$ cat src/rtl/cfgport_pkg.sv
package cfgport_pkg;

   // Which of the two host-visible ports an I/O address selects.
   typedef enum logic [1:0] {
      PORT_NONE  = 2'd0,
      PORT_INDEX = 2'd1,
      PORT_DATA  = 2'd2
   } port_sel_e;

   // Read-path variants selectable by parameter.
   localparam int READ_COMB = 0;
   localparam int READ_REG  = 1;

endpackage

$ cat src/rtl/cfgport_addr_decode.sv
module cfgport_addr_decode
   import cfgport_pkg::*;
#(
   parameter int              ADDR_W     = 8,
   parameter logic [ADDR_W-1:0] INDEX_PORT = 8'h22,
   parameter logic [ADDR_W-1:0] DATA_PORT  = 8'h23
) (
   input  logic [ADDR_W-1:0] addr,
   output port_sel_e         sel
);

   if (INDEX_PORT == DATA_PORT) begin : g_bad_ports
      $error("cfgport_addr_decode: index and data ports must differ");
   end

   always_comb begin
      if (addr == INDEX_PORT)     sel = PORT_INDEX;
      else if (addr == DATA_PORT) sel = PORT_DATA;
      else                        sel = PORT_NONE;
   end

endmodule

$ cat src/rtl/cfgport_index_reg.sv
module cfgport_index_reg #(
   parameter int             IDX_W       = 8,
   parameter logic [IDX_W-1:0] RESET_INDEX = '0
) (
   input  logic             clk,
   input  logic             rst_n,
   input  logic             load,
   input  logic [IDX_W-1:0] din,
   output logic [IDX_W-1:0] idx_q
);

   always_ff @(posedge clk or negedge rst_n) begin
      if (!rst_n)    idx_q <= RESET_INDEX;
      else if (load) idx_q <= din;
   end

   // without an index-port write the index holds.
   a_r8_index_holds: assert property (@(posedge clk) disable iff (!rst_n)
      !load |=> $stable(idx_q));

   // an index-port write lands in the register.
   a_r2_index_loads: assert property (@(posedge clk) disable iff (!rst_n)
      load |=> (idx_q == $past(din)));

endmodule

$ cat src/rtl/cfgport_lock_ctrl.sv
module cfgport_lock_ctrl #(
   parameter int             DATA_W     = 8,
   parameter int             IDX_W      = 8,
   parameter logic [IDX_W-1:0]  LOCK_INDEX = 8'h03,
   parameter logic [DATA_W-1:0] UNLOCK_KEY = 8'hC5
) (
   input  logic              clk,
   input  logic              rst_n,
   input  logic              data_wr,
   input  logic [IDX_W-1:0]  idx,
   input  logic [DATA_W-1:0] wdata,
   output logic              lock_sel,
   output logic              open_q
);

   logic key_match;

   assign lock_sel  = (idx == LOCK_INDEX);
   assign key_match = (wdata == UNLOCK_KEY);

   always_ff @(posedge clk or negedge rst_n) begin
      if (!rst_n)                    open_q <= 1'b0;
      else if (data_wr && lock_sel)  open_q <= key_match;
   end

   // the file is closed in the first cycle out of reset.
   a_r1_locked_out_of_reset: assert property (@(posedge clk) disable iff (!rst_n)
      $rose(rst_n) |-> !open_q);

   // the key opens the file from any state.
   a_r3_key_opens: assert property (@(posedge clk) disable iff (!rst_n)
      (data_wr && idx == LOCK_INDEX && wdata == UNLOCK_KEY) |=> open_q);

   // any other byte at the lock index closes the file.
   a_r4_other_closes: assert property (@(posedge clk) disable iff (!rst_n)
      (data_wr && idx == LOCK_INDEX && wdata != UNLOCK_KEY) |=> !open_q);

   // the lock state changes only through the lock index.
   a_r5_lock_sticky: assert property (@(posedge clk) disable iff (!rst_n)
      !(data_wr && idx == LOCK_INDEX) |=> $stable(open_q));

endmodule

$ cat src/rtl/cfgport_keyed.sv
module cfgport_keyed
   import cfgport_pkg::*;
#(
   parameter int ADDR_W      = 8,
   parameter int DATA_W      = 8,
   parameter int IDX_W       = 8,
   parameter logic [ADDR_W-1:0] INDEX_PORT  = 8'h22,
   parameter logic [ADDR_W-1:0] DATA_PORT   = 8'h23,
   parameter logic [IDX_W-1:0]  LOCK_INDEX  = 8'h03,
   parameter logic [DATA_W-1:0] UNLOCK_KEY  = 8'hC5,
   parameter logic [DATA_W-1:0] FLOAT_VALUE = 8'hFF,
   parameter logic [IDX_W-1:0]  RESET_INDEX = 8'h00,
   parameter int READ_MODE   = READ_COMB
) (
   input  logic              clk,
   input  logic              rst_n,
   input  logic [ADDR_W-1:0] io_addr,
   input  logic [DATA_W-1:0] io_wdata,
   input  logic              io_wr,
   input  logic              io_rd,
   output logic [DATA_W-1:0] io_rdata,
   output logic [IDX_W-1:0]  cfg_raddr,
   input  logic [DATA_W-1:0] cfg_rdata,
   output logic              cfg_wr,
   output logic [IDX_W-1:0]  cfg_waddr,
   output logic [DATA_W-1:0] cfg_wdata
);

   localparam int FILE_DEPTH = 1 << IDX_W;

   if (IDX_W > DATA_W) begin : g_bad_idx
      $error("cfgport_keyed: index width exceeds data width");
   end
   if (FILE_DEPTH < 2) begin : g_bad_depth
      $error("cfgport_keyed: register file too small");
   end
   if (READ_MODE != READ_COMB && READ_MODE != READ_REG) begin : g_bad_mode
      $error("cfgport_keyed: unknown read mode");
   end

   port_sel_e         sel;
   logic [IDX_W-1:0]  idx_q;
   logic              open_q;
   logic              lock_sel;
   logic              idx_load;
   logic              data_wr;
   logic              wr_pass;
   logic [DATA_W-1:0] idx_ext;
   logic [DATA_W-1:0] rd_value;

   cfgport_addr_decode #(
      .ADDR_W     (ADDR_W),
      .INDEX_PORT (INDEX_PORT),
      .DATA_PORT  (DATA_PORT)
   ) u_decode (
      .addr (io_addr),
      .sel  (sel)
   );

   assign idx_load = io_wr && (sel == PORT_INDEX);
   assign data_wr  = io_wr && (sel == PORT_DATA);

   cfgport_index_reg #(
      .IDX_W       (IDX_W),
      .RESET_INDEX (RESET_INDEX)
   ) u_index (
      .clk   (clk),
      .rst_n (rst_n),
      .load  (idx_load),
      .din   (io_wdata[IDX_W-1:0]),
      .idx_q (idx_q)
   );

   cfgport_lock_ctrl #(
      .DATA_W     (DATA_W),
      .IDX_W      (IDX_W),
      .LOCK_INDEX (LOCK_INDEX),
      .UNLOCK_KEY (UNLOCK_KEY)
   ) u_lock (
      .clk      (clk),
      .rst_n    (rst_n),
      .data_wr  (data_wr),
      .idx      (idx_q),
      .wdata    (io_wdata),
      .lock_sel (lock_sel),
      .open_q   (open_q)
   );

   // Back-end write: forwarded only when open and not aimed at the lock.
   assign wr_pass   = data_wr && open_q && !lock_sel;
   assign cfg_raddr = idx_q;

   always_ff @(posedge clk or negedge rst_n) begin
      if (!rst_n) begin
         cfg_wr    <= 1'b0;
         cfg_waddr <= '0;
         cfg_wdata <= '0;
      end else begin
         cfg_wr <= wr_pass;
         if (wr_pass) begin
            cfg_waddr <= idx_q;
            cfg_wdata <= io_wdata;
         end
      end
   end

   // Read path value.
   always_comb begin
      idx_ext = '0;
      idx_ext[IDX_W-1:0] = idx_q;
      unique case (sel)
         PORT_INDEX: rd_value = idx_ext;
         PORT_DATA:  rd_value = open_q ? cfg_rdata : FLOAT_VALUE;
         default:    rd_value = FLOAT_VALUE;
      endcase
   end

   if (READ_MODE == READ_COMB) begin : g_read_comb
      assign io_rdata = io_rd ? rd_value : FLOAT_VALUE;
   end else begin : g_read_reg
      always_ff @(posedge clk or negedge rst_n) begin
         if (!rst_n)     io_rdata <= FLOAT_VALUE;
         else if (io_rd) io_rdata <= rd_value;
         else            io_rdata <= FLOAT_VALUE;
      end
   end

   // a closed file passes no write to the back end.
   a_r5_no_write_when_locked: assert property (@(posedge clk) disable iff (!rst_n)
      (data_wr && !open_q) |=> !cfg_wr);

   // lock-index writes never reach the back end.
   a_r10_lock_not_forwarded: assert property (@(posedge clk) disable iff (!rst_n)
      (data_wr && idx_q == LOCK_INDEX) |=> !cfg_wr);

   // every strobe follows a host data-port write by one cycle.
   a_r7_strobe_follows_write: assert property (@(posedge clk) disable iff (!rst_n)
      cfg_wr |-> $past(io_wr && io_addr == DATA_PORT));

   // the strobe carries the index that was latched at the write.
   a_r7_strobe_address: assert property (@(posedge clk) disable iff (!rst_n)
      cfg_wr |-> (cfg_waddr == $past(idx_q)));

   // a closed data read floats (combinational read only).
   a_r5_locked_read_floats: assert property (@(posedge clk) disable iff (!rst_n)
      (READ_MODE == READ_COMB && io_rd && !io_wr && io_addr == DATA_PORT && !open_q)
      |-> (io_rdata == FLOAT_VALUE));

endmodule

$ cat config.mk
export PLATFORM = sky130hd
export DESIGN_NAME = cfgport_keyed
export DESIGN_NICKNAME = d
export VERILOG_FILES = /design/src/rtl/cfgport_pkg.sv /design/src/rtl/cfgport_addr_decode.sv /design/src/rtl/cfgport_index_reg.sv /design/src/rtl/cfgport_lock_ctrl.sv /design/src/rtl/cfgport_keyed.sv
export SDC_FILE = /design/constraint.sdc
export NUM_CORES = 1
export LEC_CHECK = 0
export BUFFER_PORTS_ARGS = -buffer_cell sky130_fd_sc_hd__buf_2
export CORE_MARGIN = 5
export CORE_UTILIZATION = 48
export CTS_CLUSTER_SIZE = 24
export DETAILED_ROUTE_END_ITERATION = 8
export PLACE_DENSITY = 0.84
export SETUP_SLACK_MARGIN = 0.1
export SLEW_MARGIN = 25
export SYNTH_ARGS = -nofsm -noshare
export SYNTH_HDL_FRONTEND = slang
export SYNTH_SLANG_ARGS = --single-unit
export TNS_END_PERCENT = 10
$ cat constraint.sdc
create_clock -name clk -period 3.2 [get_ports clk]
set_input_delay 0.16 -clock clk [delete_from_list [all_inputs] [get_ports clk]]
set_output_delay 0.16 -clock clk [all_outputs]
set_load 0.005 [all_outputs]
# Word-level counts from Yosys, hierarchy flattened
# Index checks and enable logic that the tools add are counted.
# classes
add_sub_neg,0
mul,0
div,0
magnitude_cmp,0
eq_ne,6
shift,0
muxes,5
bitwise,0
reduce_logical,6
# op_table
cell,n
$eq A8 B6 Y1 const B,2
$mux W8,2
$pmux W8 S2,1
$eq A8 B2 Y1 const B,1
$eq A8 B8 Y1 const B,1
$logic_and A1 B1 Y1,5
$mux W2,2
$eq A2 B1 Y1 const B,1
$eq A2 B2 Y1 const B,1
$logic_not A1 Y1,1
# totals
reg_bits,26
latchBits,0
mem_bits_rw,0
romBits,0
input_bits,28
out_inout_bits,33
elab_cells,22
mem_count,0

# Depth between registers and ports, before layout
# Gate-level depths: netlist of the first run.
# depth
word_depth,7
mapped_depth,6
ltp_nobuf,4

# Hierarchy
# From an unflattened synthesis of the first run, not the netlist that was laid out.
# hier_totals
hier_cells,94
area_unflattened_um2,1353.8
# by_module_without_submodules
mod,instances,cells_per_inst,area_each_um2,seq_area_each_um2
cfgport_keyed,1,62,884.6,425.4
cfgport_index_reg,1,17,331.6,200.2
cfgport_lock_ctrl,1,11,100.1,25.0
cfgport_addr_decode,1,4,37.5,0.0

# Worst setup path after synthesis of the first run
# No wires, ideal clock.
# synth_path
path_kind,register -> register
start,reg u_index.idx_q[6]
end,reg cfg_waddr[4]
setup_ns,0.125
t_arrival_ns,1.748
required_ns,3.075
path_slack_ns,1.327
path_stages_with_launch,7
path_buffers,2
period_less_slack_ns,1.873
cell_sequence,dfrtp_1 -> or4_1 -> nor2_1 -> or3_1 -> buf_4 -> buf_6 -> mux2_4
# synth_via
elab_chain_len,3
# synth_rtl
element,line_no,rtl
"start, declared",cfgport_index_reg.sv:9,output logic [IDX_W-1:0] idx_q
"start signal, assigned",cfgport_index_reg.sv:14,else if (load) idx_q <= din;
$eq A8 B2 Y1,cfgport_lock_ctrl.sv:18,assign lock_sel = (idx == LOCK_INDEX);
$logic_not A1 Y1,cfgport_keyed.sv:90,assign wr_pass = data_wr && open_q && !lock_sel;
$logic_and A1 B1 Y1,cfgport_keyed.sv:90,
"end signal, assigned",cfgport_keyed.sv:101,cfg_waddr <= idx_q;
"end, declared",cfgport_keyed.sv:25,"output logic [IDX_W-1:0] cfg_waddr,"
# Every way passes these cells.
# A chain may end at the register's enable or synchronous reset.

# Final worst setup path of the first run
# layout_path
start,reg u_index.idx_q[5]
end,reg cfg_waddr[1]
# The elaborated chain is that of the path after synthesis.

==> results of run 1 <==
## worst max-delay path, cell delays in order (launching register included)
cell and delay [ps]:
dfrtp_1 450, or4_1 530, nor2_1 140, or3_1 690, mux2_2 420
## sequential cells by signal (all words and copies together), names as in the netlist
signal	cells
cfg_wdata	8
cfg_waddr	8
u_index.idx_q	8
u_lock.open_q	1
cfg_wr	1
## final cells by class
class | count | area, µm² | area share
Multi-Input combinational cell | 58 | 526.8 | 0.3331
Clock buffer | 3 | 22.52 | 0.01424
Sequential cell | 26 | 650.6 | 0.4114
Timing Repair Buffer | 61 | 310.3 | 0.1962
Clock inverter | 1 | 30.03 | 0.01899
Inverter | 1 | 3.754 | 0.002373
Tap cell | 30 | 37.54 | 0.02373
## final timing paths
path	to	slack [ps]	depth (start not counted)
min	cfg_wdata[3]$_DFFE_PN0P_	80	2
max	cfg_waddr[1]$_DFFE_PN0P_	860	4
min reg2reg	cfg_waddr[0]$_DFFE_PN0P_	520	1
max in group asynchronous	u_index.idx_q[2]$_DFFE_PN0P_	2470	2
max reg2reg	cfg_waddr[1]$_DFFE_PN0P_	860	4
min in group asynchronous	cfg_wdata[7]$_DFFE_PN0P_	340	2
## metrics by stage
| stage | util | power, mW | std cells | hold slack, ps |
|---|---|---|---|---|
| after CTS | 0.6442 | 0.6187 | 180 | 84.77 |
| after floorplan | - | 0.3626 | 89 | -135.6 |
| final | 0.6442 | 0.6152 | 180 | 84.50 |
| after detailed placement | 0.6188 | 0.3978 | 175 | 187.8 |
| after global routing | 0.6442 | 0.6404 | 180 | 67.96 |
| after global placement | 0.6188 | 0.3959 | 175 | 169.0 |
## cell usage after synthesis, drive strengths merged
| cell | count |
|---|---|
| o22ai | 8 |
| nand4bb | 2 |
| nor4 | 1 |
| clkbuf | 1 |
| or4 | 2 |
| nor2 | 2 |
| inv | 1 |
| nor3 | 1 |
| nand3 | 1 |
| nand4 | 2 |
| nor4b | 1 |
| buf | 3 |
| or3 | 1 |
| nand2 | 10 |
| dfrtp | 26 |
| and4 | 1 |
| mux2 | 25 |
| nor3b | 1 |
## kinds of logic after synthesis
kind of cell | Yosys count | synth area share
compound gates | 8 | 0.04132
mux | 25 | 0.2634
flops | 26 | 0.5372
simple gates | 25 | 0.1302
buf+inv | 5 | 0.02788
## where the power goes
group / internal [mW] / switching, mW / leakage (nW) / total, mW
sequential: 0.333 / 0.00671 / 0.362 / 0.340
combinational: 0.0271 / 0.0256 / 0.502 / 0.0527
clock: 0.127 / 0.0958 / 0.0279 / 0.222
total: 0.487 / 0.128 / 0.892 / 0.615
## layer usage
layer | vias to the layer above | global-route usage | routed length, µm | share of wire
met4 | 0 | 0.05696 | 30 | 0.0099
met5 | - | 0 | 0 | 0
li1 | 453 | - | - | -
met3 | 4 | 0.04104 | 210 | 0.070
met2 | 39 | 0.2901 | 1500 | 0.50
met1 | 457 | 0.2380 | 1275 | 0.42
## what timing repair did
item | in CTS | in global routing
setup endpoints to repair | 0 | 0
hold endpoints to repair | 26 | 0
hold buffers | 1 | 0
==> impl_metrics.py, run 1 <==
metrics = {
    "finish": {
        "layout_commonest_cell": "buf_2",
        "drive_gt1_frac": 0.5933,
        "area_delta_synth_final_pct": 30.58,
        "antenna_cells": 0,
        "final_nets": 179,
        "final_cell_mix": "60 x buf_2, 26 x dfrtp_1, 14 x mux2_2",
        "design_area_um2": 1582,
        "n_fill_cell": 199,
    },
    "synthesis": {
        "syn_avg_cell_area_um2": 13.61,
        "ys_types": 21,
        "ys_seq_area_frac": 0.5372,
        "synthTopCellsByArea": "dfrtp_1 54%, mux2_2 13%, mux2_4 12%",
        "netlist_area_um2": 1211,
        "syn_nets": 117,
        "yosysTopAreaCellShare": 0.5372,
        "yosysWarnings": 0,
        "ys_ff_latch": 26,
        "synthCells": 89,
        "synth_top_cell_by_area": "dfrtp_1",
    },
    "grt": {
        "grt_max_degree": 27,
        "grt_pass1_vias": 1008,
        "gr-total-overflow": 0,
        "grt_pass1_wl_mm": 4.864,
        "antenna_found_initial": 0,
        "grtUsageTotal": 0.1796,
    },
    "drt": {
        "drtIter0Drc": 32,
        "drt_pass1_iterations": 4,
        "vias": 953,
        "totalWireLength_mm": 3.017,
        "antenna_left": 0,
        "remaining_drc_errors": 0,
        "wire_per_inst_um": 16.76,
        "vias_per_cell": 5.294,
    },
    "placement": {
        "place_area_um2": 1519,
        "port_buffers": 60,
        "gp_congestion": 0.7325,
        "dp_hpwl_mm": 2.287,
        "pre_cts_ws_ps": 865.8,
    },
    "pwr": {
        "vdd_drop_max_mv": 0.3533,
        "leakage_nw": 0.8915,
        "power_density_nw_per_um2": 389.0,
    },
    "sta": {
        "max_clock_freq_mhz": 427.9,
        "period_share": 0.7302,
        "finClkSkew_ps": 14.10,
        "finalSetupViolations": 0,
        "setup_ws_ps": 863.3,
        "rsz0062_at_grt": "false",
        "slew_violations": 0,
        "finalHoldViolCount": 0,
        "min_period_ps": 2337,
        "tightest_slew_ps": 848.4,
        "fin_tns_setup_ps": 0,
        "relSlewSlack": 0.4344,
    },
    "worst_setup_path": {
        "cp-startpoint": "u_index.idx_q[5]$_DFFE_PN0P_",
        "timing.rr.start": "u_index.idx_q[5]$_DFFE_PN0P_",
        "path_class": "flip-flop to flip-flop",
        "crit_fanout": 16,
        "cp-end-kind": "flip-flop",
        "start_kind": "flip-flop",
        "required_ps": 3410,
        "critical_path_arrival_ps": 2540,
    },
    "cts": {
        "cts_root_buffer": "clkbuf_4",
        "clock_latency_ps": 320,
        "cts_made_buffers": 3,
        "postCtsSetupBuffers": 0,
        "h-tree-depth": 1,
        "cts_resized": 0,
        "cts.clk_slew.worst_paths_ps": 150,
        "cts.sinks": 26,
        "clockBufferDepth": 2,
        "tritoncts": "built",
    },
    "worst_hold_path": {
        "worstHoldPathType": "input pin to flip-flop",
        "worstHoldStart": "io_wdata[3]",
    },
    "floorplanning": {
        "io_pins": 61,
        "dieArea_um2": 3628,
        "initial_utilization": 0.4934,
        "die_y_um": 60.23,
        "placementRows": 18,
        "die_w_um": 60.23,
        "coreArea_um2": 2455,
    },
    "run": {
        "drv_cap": 0,
    },
    "status": {
        "status": "complete, no violations",
    },
}
No activity file was read; power rests on OpenSTA's default activity.
==> inputs of run 2 (changes only) <==
- ABC_AREA: not set -> 1
- CORE_UTILIZATION: 48 -> 42
- PLACE_DENSITY: 0.84 -> 0.75
- clock period: 3.2 -> 2.05 ns (I/O delays scaled with it)
==> impl_metrics.py, run 2 <==
metrics = {
    "cts": {
        "h-tree-depth": 1,
        "tritoncts": "built",
        "cts.clk_slew.worst_paths_ps": 140,
        "clockBufferDepth": 2,
        "postCtsSetupBuffers": 0,
        "cts_resized": 0,
        "cts_root_buffer": "clkbuf_4",
        "cts_made_buffers": 3,
        "cts.sinks": 26,
        "clock_latency_ps": 320,
    },
    "synthesis": {
        "yosysWarnings": 0,
        "synth_top_family_by_area": "simple AND/OR/NAND/NOR gates",
        "ys_top_cells_by_count": "65 x nand2_1, 27 x nand3_1, 26 x dfrtp_1, 16 x o21ai_0",
        "ys_ff_latch": 26,
        "syn_nets": 210,
        "synth_xor_area_frac": 0,
        "syn_avg_cell_area_um2": 7.597,
        "synthMuxAreaShare": 0,
        "synth-edff-count": 0,
        "synthTopCellsByArea": "dfrtp_1 47%, nand2_1 18%, nand3_1 9.8%",
        "synth-async-reset-ratio": 1.000,
        "ys_seq_area_frac": 0.4706,
        "synthCells": 182,
        "synth_top_cell_by_area": "dfrtp_1",
        "yosysTopAreaCellShare": 0.4706,
        "synthSimpleGateAreaFrac": 0.3955,
        "ys_types": 16,
        "synthFlopType": "dfrtp_1",
        "synth-adder-area-share": 0,
        "synth_compound_area_frac": 0.06606,
        "netlist_area_um2": 1383,
        "yosysMostFrequentCell": "nand2_1",
    },
    "run": {
        "drv_cap": 0,
    },
    "finish": {
        "final_nets": 277,
        "n_fill_cell": 318,
        "final_cell_mix": "65 x nand2_1, 60 x buf_2, 27 x nand3_1",
        "design_area_um2": 1812,
        "antenna_cells": 0,
        "layout_commonest_cell": "nand2_1",
        "drive_gt1_frac": 0.3185,
        "area_delta_synth_final_pct": 31.04,
        "reg_top3": "cfg_waddr (8), cfg_wdata (8), u_index.idx_q (8)",
        "finalNonFillerCells": 292,
    },
    "placement": {
        "gp_congestion": 0.8454,
        "place_area_um2": 1719,
        "pre_cts_ws_ps": 555.5,
        "port_buffers": 60,
        "dp_hpwl_mm": 2.731,
        "placedCellCount": 284,
    },
    "grt": {
        "antenna_found_initial": 0,
        "grt_pass1_vias": 1330,
        "gr-total-overflow": 0,
        "grtUsageTotal": 0.1703,
        "grt_max_degree": 27,
        "grt_pass1_wl_mm": 5.878,
    },
    "pwr": {
        "vdd_drop_max_mv": 0.3819,
        "leakage_nw": 1.085,
        "p_total_mw": 0.9708,
        "power_density_nw_per_um2": 535.9,
    },
    "sta": {
        "finClkSkew_ps": 1.516,
        "fin_tns_setup_ps": 0,
        "min_period_ps": 1539,
        "tightest_slew_ps": 560.6,
        "setup_ws_ps": 511.5,
        "slew_violations": 0,
        "finalHoldViolCount": 0,
        "rsz0062_at_grt": "false",
        "max_clock_freq_mhz": 650.0,
        "period_share": 0.7505,
        "finalSetupViolations": 0,
        "relSlewSlack": 0.6263,
    },
    "drt": {
        "wire_per_inst_um": 12.32,
        "totalWireLength_mm": 3.598,
        "remaining_drc_errors": 0,
        "wl_met2_mm": 1.763,
        "antenna_left": 0,
        "vias": 1394,
        "wl_met3_um": 209,
        "vias_per_cell": 4.774,
        "drtIter0Drc": 56,
        "drt-met1-wl_mm": 1.585,
        "drt_pass1_iterations": 4,
        "highest_layer": "met4",
    },
    "worst_setup_path": {
        "path_common_cell": "nand2_1",
        "path_cells": "nand2_1 > inv_1 > nand2_1 > nor2_1 > nor2_2 > buf_4 > nand3_1 > nand2_1",
        "cp-end-kind": "flip-flop",
        "r2r_slack_ps": 510,
        "max_stage_delay_ps": 460,
        "path_class": "flip-flop to flip-flop",
        "critical_path_arrival_ps": 1810,
        "critPathSlowestCell": "dfrtp_1",
        "required_ps": 2320,
        "crit_fanout": 10,
        "start_kind": "flip-flop",
    },
    "floorplanning": {
        "io_pins": 61,
        "die_y_um": 67.38,
        "initial_utilization": 0.4456,
        "coreArea_um2": 3103,
        "die_w_um": 67.38,
        "dieArea_um2": 4539,
        "placementRows": 20,
    },
    "worst_hold_path": {
        "worstHoldPathType": "input pin to flip-flop",
    },
    "status": {
        "status": "complete, no violations",
    },
}
[run 2: metal layers]
metal,up-vias,track usage
met5,-,0
met4,0,0.04304
met3,7,0.04160
met2,39,0.2933
met1,644,0.2132
li1,704,-
[run 2: cells by family (layout without fill, tap and decap cells)]
group | after synthesis | count (layout)
compound gates | 17 | 17
simple gates | 118 | 118
buf+inv | 21 | 87
flops | 26 | 26
[run 2: critical path: cells and delay by family (launching register included)]
kind                   cells  cell delay [ps]
AND/OR/NAND/NOR            6              740
flip-flops                 1              460
buffers and inverters      2              290
[run 2: report_power, final]
group,total (mW),leakage (nW),switching (mW),internal [mW]
clock,0.352,0.0279,0.154,0.198
combinational,0.0878,0.695,0.0493,0.0385
sequential,0.531,0.362,0.0110,0.520
[run 2: timing repair]
action / in CTS / in global routing
endpoints found under the setup margin: 0 / 0
hold buffers: 2 / 2
endpoints found under the hold margin: 27 / 2
[run 2: worst paths after layout]
kind / from / endpoint / cells after the start
worst max-delay path: u_index.idx_q[0]$_DFFE_PN0P_ / cfg_wdata[2]$_DFFE_PN0P_ / 8
worst min-delay path: io_wdata[2] / u_index.idx_q[2]$_DFFE_PN0P_ / 3
worst max register to register: u_index.idx_q[0]$_DFFE_PN0P_ / cfg_wdata[2]$_DFFE_PN0P_ / 8
worst min register to register: cfg_waddr[5]$_DFFE_PN0P_ / cfg_waddr[5]$_DFFE_PN0P_ / 2
max in group asynchronous: rst_n / u_index.idx_q[1]$_DFFE_PN0P_ / 2
min in group asynchronous: rst_n / cfg_wdata[0]$_DFFE_PN0P_ / 2
[run 2: area by class of cell]
cell class              instances  area (µm²)  share of cell area
inverters                      18       67.56             0.03729
flip-flops and latches         26       650.6              0.3591
clock inverters                 1       30.03             0.01657
multi-input cells             135       638.1              0.3522
repair buffers                 65       347.8              0.1920
clock buffers                   3       22.52             0.01243
well taps                      44       55.05             0.03039
[run 2: per-stage QoR]
stage	util	hold slack, ps
after global routing	0.5839	3.161
after CTS	0.5774	1.777
final	0.5839	18.90
after floorplan	-	-193.1
after detailed placement	0.5540	130.6
after global placement	0.5540	126.6
